--- src/rtl/disp_addr_pkg.sv ---
package disp_addr_pkg;
  typedef struct packed {
    logic vert;
    logic page;
    logic pd;
  } disp_mode_t;

  localparam disp_mode_t MODE_RST = '{vert: 1'b0, page: 1'b0, pd: 1'b1};
endpackage

--- src/rtl/disp_mode_reg.sv ---
module disp_mode_reg
  import disp_addr_pkg::*;
(
  input  logic       clk_i,
  input  logic       rst_ni,
  input  logic       func_set_i,
  input  disp_mode_t mode_d_i,
  output disp_mode_t mode_q_o
);
  always_ff @(posedge clk_i or negedge rst_ni) begin
    if (!rst_ni)         mode_q_o <= MODE_RST;
    else if (func_set_i) mode_q_o <= mode_d_i;
  end
endmodule

--- src/rtl/disp_ptr_step.sv ---
module disp_ptr_step #(
  parameter int NUM_COLS  = 102,
  parameter int NUM_BANKS = 9,
  parameter int XW        = $clog2(NUM_COLS),
  parameter int YW        = $clog2(NUM_BANKS)
) (
  input  logic          vert_i,
  input  logic [XW-1:0] x_i,
  input  logic [YW-1:0] y_i,
  output logic [XW-1:0] x_nx_o,
  output logic [YW-1:0] y_nx_o
);
  localparam logic [XW-1:0] LAST_X = XW'(NUM_COLS - 1);
  localparam logic [YW-1:0] LAST_Y = YW'(NUM_BANKS - 1);

  logic x_end, y_end;
  logic [XW-1:0] x_inc;
  logic [YW-1:0] y_inc;

  assign x_end = (x_i == LAST_X);
  assign y_end = (y_i == LAST_Y);
  assign x_inc = x_end ? '0 : x_i + XW'(1);
  assign y_inc = y_end ? '0 : y_i + YW'(1);

  // fast axis always steps; slow axis steps on fast-axis wrap
  always_comb begin
    if (vert_i) begin
      y_nx_o = y_inc;
      x_nx_o = y_end ? x_inc : x_i;
    end else begin
      x_nx_o = x_inc;
      y_nx_o = x_end ? y_inc : y_i;
    end
  end
endmodule

--- src/rtl/disp_ptr_reg.sv ---
module disp_ptr_reg #(
  parameter int NUM_COLS  = 102,
  parameter int NUM_BANKS = 9,
  parameter int XW        = $clog2(NUM_COLS),
  parameter int YW        = $clog2(NUM_BANKS)
) (
  input  logic          clk_i,
  input  logic          rst_ni,
  input  logic          wr_i,
  input  logic          ld_x_i,
  input  logic [XW-1:0] x_val_i,
  input  logic          ld_y_i,
  input  logic [YW-1:0] y_val_i,
  input  logic [XW-1:0] x_nx_i,
  input  logic [YW-1:0] y_nx_i,
  output logic [XW-1:0] x_q_o,
  output logic [YW-1:0] y_q_o
);
  localparam logic [XW-1:0] LAST_X = XW'(NUM_COLS - 1);
  localparam logic [YW-1:0] LAST_Y = YW'(NUM_BANKS - 1);

  logic [XW-1:0] x_ld;
  logic [YW-1:0] y_ld;

  // out-of-range loads fold to the wrap value
  assign x_ld = (x_val_i > LAST_X) ? '0 : x_val_i;
  assign y_ld = (y_val_i > LAST_Y) ? '0 : y_val_i;

  always_ff @(posedge clk_i or negedge rst_ni) begin
    if (!rst_ni) begin
      x_q_o <= '0;
      y_q_o <= '0;
    end else begin
      if (ld_x_i)    x_q_o <= x_ld;
      else if (wr_i) x_q_o <= x_nx_i;
      if (ld_y_i)    y_q_o <= y_ld;
      else if (wr_i) y_q_o <= y_nx_i;
    end
  end
endmodule

--- src/rtl/disp_wr_out.sv ---
module disp_wr_out #(
  parameter int NUM_COLS  = 102,
  parameter int NUM_BANKS = 9,
  parameter int DATA_W    = 8,
  parameter int PART_BITS = 1,
  parameter int XW        = $clog2(NUM_COLS),
  parameter int YW        = $clog2(NUM_BANKS),
  parameter int AW        = $clog2(NUM_COLS * NUM_BANKS)
) (
  input  logic              clk_i,
  input  logic              rst_ni,
  input  logic              wr_i,
  input  logic [XW-1:0]     x_i,
  input  logic [YW-1:0]     y_i,
  output logic [AW-1:0]     addr_o,
  output logic              we_o,
  output logic [DATA_W-1:0] mask_o
);
  localparam logic [YW-1:0] LAST_Y = YW'(NUM_BANKS - 1);

  logic [AW-1:0]     addr_d;
  logic [DATA_W-1:0] mask_d;
  logic              part_bank;

  assign part_bank = (y_i == LAST_Y);
  assign addr_d    = AW'(y_i) * AW'(NUM_COLS) + AW'(x_i);

  for (genvar i = 0; i < DATA_W; i++) begin : g_lane
    if (i < PART_BITS) begin : g_kept
      assign mask_d[i] = 1'b1;
    end else begin : g_full
      assign mask_d[i] = ~part_bank;
    end
  end

  always_ff @(posedge clk_i or negedge rst_ni) begin
    if (!rst_ni) begin
      addr_o <= '0;
      we_o   <= 1'b0;
      mask_o <= '0;
    end else begin
      we_o   <= wr_i;
      mask_o <= wr_i ? mask_d : '0;
      if (wr_i) addr_o <= addr_d;
    end
  end
endmodule

--- src/rtl/disp_addr_gen.sv ---
module disp_addr_gen
  import disp_addr_pkg::*;
#(
  parameter int NUM_COLS  = 102,
  parameter int NUM_BANKS = 9,
  parameter int DATA_W    = 8,
  parameter int PART_BITS = 1,
  localparam int XW       = $clog2(NUM_COLS),
  localparam int YW       = $clog2(NUM_BANKS),
  localparam int AW       = $clog2(NUM_COLS * NUM_BANKS)
) (
  input  logic              clk_i,
  input  logic              rst_ni,
  input  logic              func_set_i,
  input  logic              func_vert_i,
  input  logic              func_page_i,
  input  logic              func_pd_i,
  input  logic              set_x_i,
  input  logic [XW-1:0]     x_val_i,
  input  logic              set_y_i,
  input  logic [YW-1:0]     y_val_i,
  input  logic              wr_i,
  output logic [AW-1:0]     ram_addr_o,
  output logic              ram_we_o,
  output logic [DATA_W-1:0] lane_mask_o,
  output logic              vert_o,
  output logic              page_o,
  output logic              pd_o
);
  disp_mode_t    mode_q, mode_d;
  logic [XW-1:0] x_q, x_nx;
  logic [YW-1:0] y_q, y_nx;
  logic          ld_x, ld_y;

  assign mode_d = '{vert: func_vert_i, page: func_page_i, pd: func_pd_i};
  assign ld_x   = set_x_i & ~mode_q.page;
  assign ld_y   = set_y_i & ~mode_q.page;

  disp_mode_reg u_mode (
    .clk_i      (clk_i),
    .rst_ni     (rst_ni),
    .func_set_i (func_set_i),
    .mode_d_i   (mode_d),
    .mode_q_o   (mode_q)
  );

  disp_ptr_step #(.NUM_COLS(NUM_COLS), .NUM_BANKS(NUM_BANKS), .XW(XW), .YW(YW)) u_step (
    .vert_i (mode_q.vert),
    .x_i    (x_q),
    .y_i    (y_q),
    .x_nx_o (x_nx),
    .y_nx_o (y_nx)
  );

  disp_ptr_reg #(.NUM_COLS(NUM_COLS), .NUM_BANKS(NUM_BANKS), .XW(XW), .YW(YW)) u_ptr (
    .clk_i   (clk_i),
    .rst_ni  (rst_ni),
    .wr_i    (wr_i),
    .ld_x_i  (ld_x),
    .x_val_i (x_val_i),
    .ld_y_i  (ld_y),
    .y_val_i (y_val_i),
    .x_nx_i  (x_nx),
    .y_nx_i  (y_nx),
    .x_q_o   (x_q),
    .y_q_o   (y_q)
  );

  disp_wr_out #(
    .NUM_COLS(NUM_COLS), .NUM_BANKS(NUM_BANKS), .DATA_W(DATA_W),
    .PART_BITS(PART_BITS), .XW(XW), .YW(YW), .AW(AW)
  ) u_out (
    .clk_i  (clk_i),
    .rst_ni (rst_ni),
    .wr_i   (wr_i),
    .x_i    (x_q),
    .y_i    (y_q),
    .addr_o (ram_addr_o),
    .we_o   (ram_we_o),
    .mask_o (lane_mask_o)
  );

  assign vert_o = mode_q.vert;
  assign page_o = mode_q.page;
  assign pd_o   = mode_q.pd;
endmodule

--- config.mk ---
export PLATFORM = sky130hd
export DESIGN_NAME = disp_addr_gen
export DESIGN_NICKNAME = d
export VERILOG_FILES = /design/src/rtl/disp_addr_pkg.sv /design/src/rtl/disp_mode_reg.sv /design/src/rtl/disp_ptr_step.sv /design/src/rtl/disp_ptr_reg.sv /design/src/rtl/disp_wr_out.sv /design/src/rtl/disp_addr_gen.sv
export SDC_FILE = /design/constraint.sdc
export NUM_CORES = 1
export LEC_CHECK = 0
export ABC_AREA = 1
export BUFFER_PORTS_ARGS = -buffer_cell sky130_fd_sc_hd__buf_4
export CAP_MARGIN = 10
export CORE_ASPECT_RATIO = 2
export CORE_MARGIN = 2
export CORE_UTILIZATION = 50
export DETAILED_ROUTE_END_ITERATION = 8
export GPL_TIMING_DRIVEN = 1
export PLACE_DENSITY = 0.74
export SYNTH_ARGS = -nofsm -noshare
export SYNTH_HDL_FRONTEND = slang
export SYNTH_SLANG_ARGS = --single-unit
export TNS_END_PERCENT = 1
--- constraint.sdc ---
create_clock -name clk_i -period 3.7 [get_ports clk_i]
set_input_delay 0.74 -clock clk_i [delete_from_list [all_inputs] [get_ports clk_i]]
set_output_delay 0.74 -clock clk_i [all_outputs]
set_load 0.05 [all_outputs]
# Yosys cells after proc, flatten, opt, wreduce, memory -nomap -nowiden
# Index checks and enable logic that the tools add are counted.
[word_totals]
ff_bits = 33
input_bits = 20
elab_cells = 39
[classes]
mux = 13
n_reduce_logical = 5
n_mul = 1
bitwise = 4
n_eq_ne = 3
order_cmp = 2
addsub = 3
[ops]
columns = ["cell", "n"]
rows = [
  ["$mux 7", 6],
  ["$mux 4", 6],
  ["$add 10x7->10", 1],
  ["$mul 4x6->9 const B", 1],
  ["$mux 8", 1],
  ["$add 7x1->7 const B", 1],
  ["$eq 7x7->1 const B", 1],
  ["$gt 7x7->1 const B", 1],
  ["$add 4x1->4 const B", 1],
  ["$eq 4x4->1 const B", 1],
  ["$gt 4x4->1 const B", 1],
  ["$reduce_and 2->1", 2],
  ["$reduce_bool 2->1", 2],
  ["$ne 3x2->1 const B", 1],
  ["$reduce_bool 3->1", 1],
  ["$and 1x1->1", 2],
  ["$not 1->1", 2],
]

# Longest topological paths before layout
# Gate-level depths: netlist of the first run.
[depth]
word_depth = 6
mapped_depth = 19
mapped_depth_nobuf = 19

# Modules after synthesis
# From an unflattened synthesis of the first run, not the netlist that was laid out.
[unflattened]
hier_cells = 321
area_unflattened_um2 = 2301.0
[by_module_without_submodules]
columns = ["mod", "seq_area_each_um2", "cells_per_inst", "area_per_inst_um2", "instances"]
rows = [
  ["disp_wr_out", 300.3, 141, 1107.3, 1],
  ["disp_ptr_reg", 275.3, 85, 610.6, 1],
  ["disp_ptr_step", 0.0, 78, 454.2, 1],
  ["disp_mode_reg", 76.3, 13, 113.9, 1],
  ["disp_addr_gen", 0.0, 4, 15.0, 1],
]

# Worst setup path after synthesis of the first run
# OpenSTA, ideal clock, no wires.
[synth_timing]
path_type = "flip-flop to flip-flop"
startpoint = "reg u_ptr.y_q_o[2]"
endpoint = "reg u_out.addr_o[9]"
setup_time_ps = 118
stages_incl_launch_ff = 18
required_time_ps = 3582
setup_slack_ps = 1027
arrival_ps = 2555
path_buffers = 0
period_less_slack_ps = 2673
path_cell_list = "dfrtp_1 > inv_1 > ha_1 > ha_1 > or2_2 > ha_1 > xor2_1 > ha_1 > nand2_1 > inv_1 > nand2_1 > nand2_1 > nor2_1 > nor2_2 > nand2_1 > nand2_1 > nand3_1 > nand2_1"
[synth_via]
elab_chain_cells = 2
[synth_rtl]
columns = ["element", "line", "rtl"]
rows = [
  ["start, declared", "disp_ptr_reg.sv:17", "output logic [YW-1:0] y_q_o"],
  ["start signal, assigned", "disp_ptr_reg.sv:36", "if (ld_y_i) y_q_o <= y_ld;"],
  ["start signal, assigned", "disp_ptr_reg.sv:37", "else if (wr_i) y_q_o <= y_nx_i;"],
  ["$mul 4x6->9", "disp_wr_out.sv:26", "assign addr_d = AW'(y_i) * AW'(NUM_COLS) + AW'(x_i);"],
  ["$add 10x7->10", "disp_wr_out.sv:26", ""],
  ["end signal, assigned", "disp_wr_out.sv:44", "if (wr_i) addr_o <= addr_d;"],
  ["end, declared", "disp_wr_out.sv:15", "output logic [AW-1:0] addr_o,"],
]
# Every way passes these cells.
# A chain may end at the register's enable or synchronous reset.

# Worst setup path after layout of the first run
# Same ends and word-level chain as after synthesis.

==> results of run 1 <==
-- kinds of logic (layout without fill, tap and decap cells) --
logic type | Yosys count | count (layout) | synth area share
and+or+nand+nor | 126 | 126 | 0.2724
buffers and inverters | 45 | 80 | 0.1041
AOI/OAI and AO/OA | 35 | 35 | 0.1054
DFF | 26 | 26 | 0.3308
adders and majority gates | 21 | 21 | 0.1371
xor gates and xnor gates | 10 | 10 | 0.04444
muxes | 1 | 1 | 0.005714
-- area by class of cell --
| type | instances | area (µm²) |
|---|---|---|
| tap | 51 | 63.81 |
| fill | 368 | 1480 |
| sequential | 26 | 651.9 |
| clock buffer | 4 | 55.05 |
| timing repair buffer | 41 | 307.8 |
| inverter | 35 | 131.4 |
| multi-input combinational | 193 | 1114 |
-- layer usage --
| metal | part of all wire | vias to the layer above | global-route usage | wire (µm) |
|---|---|---|---|---|
| li1 | - | 913 | - | - |
| met1 | 0.37 | 810 | 0.1981 | 1531 |
| met2 | 0.60 | 25 | 0.4178 | 2522 |
| met3 | 0.016 | 6 | 0.009677 | 65 |
| met4 | 0.017 | 0 | 0.07143 | 70 |
| met5 | 0 | - | 0 | 0 |
-- placed cells by master (no fill, tap or decap), types with 2 or more instances in the layout --
| cell type | count |
|---|---|
| nand2_1 | 80 |
| dfrtp_1 | 25 |
| o21ai_0 | 17 |
| xor2_1 | 5 |
| inv_1 | 33 |
| a21oi_1 | 7 |
| nor2_2 | 2 |
| inv_2 | 2 |
| clkbuf_8 | 4 |
| buf_4 | 41 |
| ha_1 | 20 |
| a31oi_1 | 3 |
| nor2_1 | 13 |
| o22ai_1 | 3 |
| nand3_1 | 21 |
| nand4_1 | 2 |
| xnor2_1 | 5 |
| nand2_2 | 2 |
-- how the worst min path moves through the flow --
stage	start	to	cells after the start
floorplan	rst_ni	u_mode.mode_q_o[1]	0
global route	rst_ni	u_out.mask_o[0]	1
detailed placement	u_out.addr_o[8]	u_out.addr_o[8]	2
CTS	rst_ni	u_out.mask_o[0]	1
finish	rst_ni	u_out.mask_o[0]	1
global placement	u_out.addr_o[1]	u_out.addr_o[1]	2
-- power by group through the flow --
stage / Combinational, W / Clock [W] / Sequential, W
CTS: 0.00156 / 0.000194 / 0.000506
finish: 0.00154 / 0.000187 / 0.000508
global placement: 0.00153 / 0 / 0.000508
global route: 0.00174 / 0.000207 / 0.000523
floorplan: 0.00103 / 0 / 0.000678
detailed placement: 0.00154 / 0 / 0.000511
-- per-stage QoR --
stage,util,power (W),instances,area (µm²)
3_5_place_dp,0.5964,0.002053,346,2268
3_3_place_gp,0.5964,0.002037,346,2268
2_1_floorplan,-,0.001712,264,1971
5_1_grt,0.6109,0.002471,350,2323
4_1_cts,0.6109,0.002256,350,2323
6_report,0.6109,0.002230,350,2323
-- state kept, by name (all words and copies together), names as in the netlist --
register / count
u_out.addr_o: 10
u_ptr.x_q_o: 7
u_ptr.y_q_o: 4
u_mode.mode_q_o: 3
u_out.mask_o: 2
-- worst max-delay path: stages (launching register included) --
cell and delay [ns]:
dfrtp_1 0.43, inv_1 0.10, ha_1 0.23, ha_1 0.18
or2_2 0.29, ha_1 0.33, xor2_1 0.18, ha_1 0.32
nand2_1 0.11, inv_1 0.04, nand2_1 0.05, nand2_1 0.04
nor2_1 0.17, nor2_2 0.07, nand2_1 0.06, nand2_1 0.04
nand3_1 0.06, nand2_1 0.05
==> flow_summary.json, run 1 <==
{
  "status": "complete, no violations",
  "ys_top_cells_by_area": "dfrtp_1 32%, nand2_1 15%, ha_1 13%, inv_1 6.3%, nand3_1 5.3%",
  "cts_inserted_buffers": 3,
  "drt_iter0_markers": 29,
  "rrSetupSlack_ns": 0.84,
  "arrival_ns": 3.03,
  "ir_worst_vdd_uv": 455.9,
  "first_pass_iters": 4,
  "synth_common_cells": "80 x nand2_1, 33 x inv_1, 25 x dfrtp_1",
  "synth.avg_cell_area_um2": 7.465,
  "cts_resized": 0,
  "timing.fmax_mhz": 350.2,
  "power.share.clock": 0.084,
  "post-route-period-util": 0.7717,
  "tns_ns": 0,
  "h-tree-depth": 1,
  "first_global_vias": 1677,
  "start_util": 0.5181,
  "synth-seq-area-share": 0.3308,
  "pre_cts_ws_ns": 0.8629,
  "cts_tree": "yes",
  "r2r_start": "u_ptr.y_q_o[2]",
  "track_usage": 0.1996,
  "min_path_type": "primary input to async pin",
  "combPwrFrac": 0.689,
  "synthArstFlopShare": 1.000,
  "grt_max_degree": 27,
  "cts_num_sinks": 26,
  "synth_cells": 264,
  "fp-row-count": 32,
  "rsz0062_at_grt": "no",
  "synth-main-ff-cell": "dfrtp_1",
  "p_seq_frac": 0.228,
  "synth-edff-count": 0,
  "antenna_found_initial": 0,
  "powerDensity_nw_per_um2": 959.8,
  "yosysMostFrequentCell": "nand2_1",
  "portBuffers": 41,
  "netlist_area_um2": 1971,
  "post_cts.repair.setup_buffers": 0,
  "worst_pin_slew_ns": 0.4424,
  "crit_path_start": "u_ptr.y_q_o[2]",
  "synth_nets": 305,
  "ys_seq_elements": 26,
  "gp_congestion": 0.8390,
  "cp-start-kind": "flop",
  "setup_ws_ns": 0.8446,
  "synth_top_area_frac": 0.3175,
  "ant_nets": 0,
  "die_x_um": 48.39,
  "path_clk_slew_ns": 0.09,
  "core_um2": 3804,
  "worst-setup-path-type": "flop to flop",
  "num_vias": 1754,
  "num_io_pins": 42,
  "die_h_um": 92.78,
  "dp_hpwl_um": 3383,
  "r2r_cells": 17,
  "root_buffer": "clkbuf_8",
  "cp-end-kind": "flop",
  "setup_violations": 0,
  "crit_fanout": 4,
  "drt_wl_total_um": 4189,
  "r2r_end": "u_out.addr_o[9]",
  "finalHoldViolCount": 0,
  "n_antenna_cell": 0,
  "grt_overflow": 0,
  "slew_headroom": 0.7048,
  "grt_pass1_wl_um": 7100,
  "drc": 0,
  "clock_latency_ns": 0.27,
  "cts_buffer_depth": 2,
  "endpoint": "u_out.addr_o[9]",
  "p_sw_frac": 0.5196,
  "period_minus_slack_ns": 2.855,
  "p_int_w": 0.001071,
  "post_drt_wl_per_cell_um": 11.97,
  "p_switching_w": 0.001159,
  "crit_required_ns": 3.87,
  "power.leakage_nw": 1.256,
  "layout-drive-gt1-share": 0.1940,
  "nNetsFinal": 341,
  "via_per_inst": 5.011,
  "yosysTopAreaCell": "dfrtp_1",
  "postCtsHoldBufs": 0,
  "syn2layout_area_growth_pct": 17.90,
  "dieArea_um2": 4490,
  "synth.distinct_cells": 33,
  "hold-worst-slack_ns": 0.3561,
  "drv_slew": 0,
  "maxCapViolCount": 0,
  "clock_skew_ns": 0.006030,
  "synth_warnings": 0
}
No activity file was read; power rests on OpenSTA's default activity.
==> run 2, diff against run 1 <==
==> constraint.sdc (replaced) <==
create_clock -name clk_i -period 2.66 [get_ports clk_i]
set_input_delay 0.532 -clock clk_i [delete_from_list [all_inputs] [get_ports clk_i]]
set_output_delay 0.532 -clock clk_i [all_outputs]
set_load 0.05 [all_outputs]
==> flow_summary.json, run 2 (same netlist as run 1, synthesis figures left out) <==
{
  "top_regs": "u_out.addr_o x10, u_ptr.x_q_o x7, u_ptr.y_q_o x4",
  "grt_pass1_wl_um": 6927,
  "post-route-period-util": 0.9483,
  "final_common_cell": "nand2_1",
  "cts_buffer_depth": 2,
  "endpoint": "u_out.addr_o[9]",
  "multi_input_area_um2": 1216,
  "arrival_ns": 2.70,
  "ir_worst_vdd_uv": 773.9,
  "antenna_found_initial": 0,
  "cts_inserted_buffers": 3,
  "dp_cells": 352,
  "final-seq-area_um2": 651.9,
  "maxCapViolCount": 0,
  "use_met1": 0.1872,
  "post_drt_wl_per_cell_um": 12.59,
  "crit_path_start": "u_ptr.y_q_o[2]",
  "fin_area_um2": 2469,
  "dp_hpwl_um": 3450,
  "first_global_vias": 1619,
  "rrSetupSlack_ns": 0.14,
  "largest_register_ffs": 10,
  "clock_skew_ns": 0.01160,
  "num_vias": 1813,
  "setup_ws_ns": 0.1376,
  "fp-row-count": 32,
  "start_util": 0.5181,
  "num_io_pins": 42,
  "drv_slew": 0,
  "first_pass_iters": 4,
  "portBuffers": 41,
  "hold-worst-slack_ns": 0.1523,
  "path_clk_slew_ns": 0.10,
  "cts_num_sinks": 26,
  "post-route-util": 0.6490,
  "cp-end-kind": "flop",
  "r2r_cells": 18,
  "drt_iter0_markers": 36,
  "root_buffer": "clkbuf_8",
  "syn2layout_area_growth_pct": 25.27,
  "n_antenna_cell": 0,
  "min_path_type": "primary input to async pin",
  "worst-setup-path-type": "flop to flop",
  "grt_busiest_layer": "met2",
  "core_um2": 3804,
  "drt_wl_total_um": 4494,
  "cp-start-kind": "flop",
  "dieArea_um2": 4490,
  "slew_headroom": 0.7076,
  "num-fill-cells": 337,
  "setup_violations": 0,
  "grt_max_degree": 27,
  "regMostFlops": "u_out.addr_o",
  "instances_no_fill": 357,
  "ant_nets": 0,
  "via_per_inst": 5.078,
  "r2r_end": "u_out.addr_o[9]",
  "period_minus_slack_ns": 2.522,
  "use_met2": 0.3993,
  "finalHoldViolCount": 0,
  "die_x_um": 48.39,
  "timing.fmax_mhz": 396.4,
  "crit_required_ns": 2.83,
  "nNetsFinal": 348,
  "grt_overflow": 0,
  "status": "complete, no violations",
  "worst_pin_slew_ns": 0.4382,
  "postCtsHoldBufs": 0,
  "gp_congestion": 0.8764,
  "powerDensity_nw_per_um2": 1408,
  "layout-drive-gt1-share": 0.2582,
  "h-tree-depth": 1,
  "drc": 0,
  "track_usage": 0.1946,
  "use_met3": 0.01613,
  "r2r_start": "u_ptr.y_q_o[2]",
  "power.leakage_nw": 1.280,
  "clock_latency_ns": 0.27,
  "cts_tree": "yes",
  "mostFrequentLayoutCells": "77 x nand2_1, 48 x buf_4, 32 x inv_1",
  "crit_fanout": 4,
  "rsz0062_at_grt": "no",
  "dpl-instance-area_um2": 2316,
  "die_h_um": 92.78,
  "pre_cts_ws_ns": -0.001752
}
[run 2: cell types whose count changed in the layout (fill, tap and decap cells not counted), sizes merged]
cell / delta
buf: +7
[run 2: worst min-delay path by stage]
stage	start	endpoint	slack [ns]	cells after the start
4_1_cts	rst_ni	u_out.mask_o[0]	0.16	1
3_5_place_dp	rst_ni	u_out.mask_o[0]	0.46	1
3_3_place_gp	rst_ni	u_out.mask_o[0]	0.46	1
6_report	rst_ni	u_out.mask_o[0]	0.15	1
5_1_grt	rst_ni	u_out.mask_o[0]	0.16	1
2_1_floorplan	rst_ni	u_mode.mode_q_o[1]	0.24	0
[run 2: layout make-up]
type | instances | area share
inverters | 35 | 0.05322
clock buffers | 4 | 0.01825
repair buffers | 48 | 0.1460
flip-flops and latches | 26 | 0.2641
well taps | 51 | 0.02585
multi-input cells | 193 | 0.4927
[run 2: metrics by stage]
step | power, W | TNS [ns]
final | 0.003477 | 0
after global routing | 0.003824 | 0
after CTS | 0.003297 | 0
after detailed placement | 0.002972 | -0.001752
after global placement | 0.002940 | 0
after floorplan | 0.002390 | 0
[run 2: what timing repair did]
action                     4_1_cts  5_1_grt
setup endpoints to repair        1        3
hold endpoints to repair         0        0
pin swaps                        4        9
buffers inserted                 1        0
cloned                           0        0
resized for setup                2       14
[run 2: critical path, cell delays in order (launching register included)]
cell     delay, ns
dfrtp_1       0.41
inv_2         0.07
ha_2          0.26
inv_1         0.09
ha_4          0.22
buf_4         0.15
nand3_1       0.07
nand2_1       0.09
xor2_2        0.20
ha_4          0.29
nand2_2       0.05
inv_1         0.05
nand2_1       0.05
nand2_1       0.07
nor2_2        0.05
nor2_2        0.12
nand3_1       0.07
nand3_1       0.09
nand2_1       0.05
[run 2: metal layers]
layer,share of wire,up-vias
met4,0.024,0
met3,0.029,8
met2,0.60,43
met1,0.35,835
met5,0,-
li1,-,927
[run 2: report_power, final]
part,total [W],internal (W),leakage [nW],switching (W)
clock,0.000233,0.000107,0.0228,0.000126
sequential,0.000704,0.000547,0.315,0.000157
combinational,0.00254,0.00105,0.942,0.00149
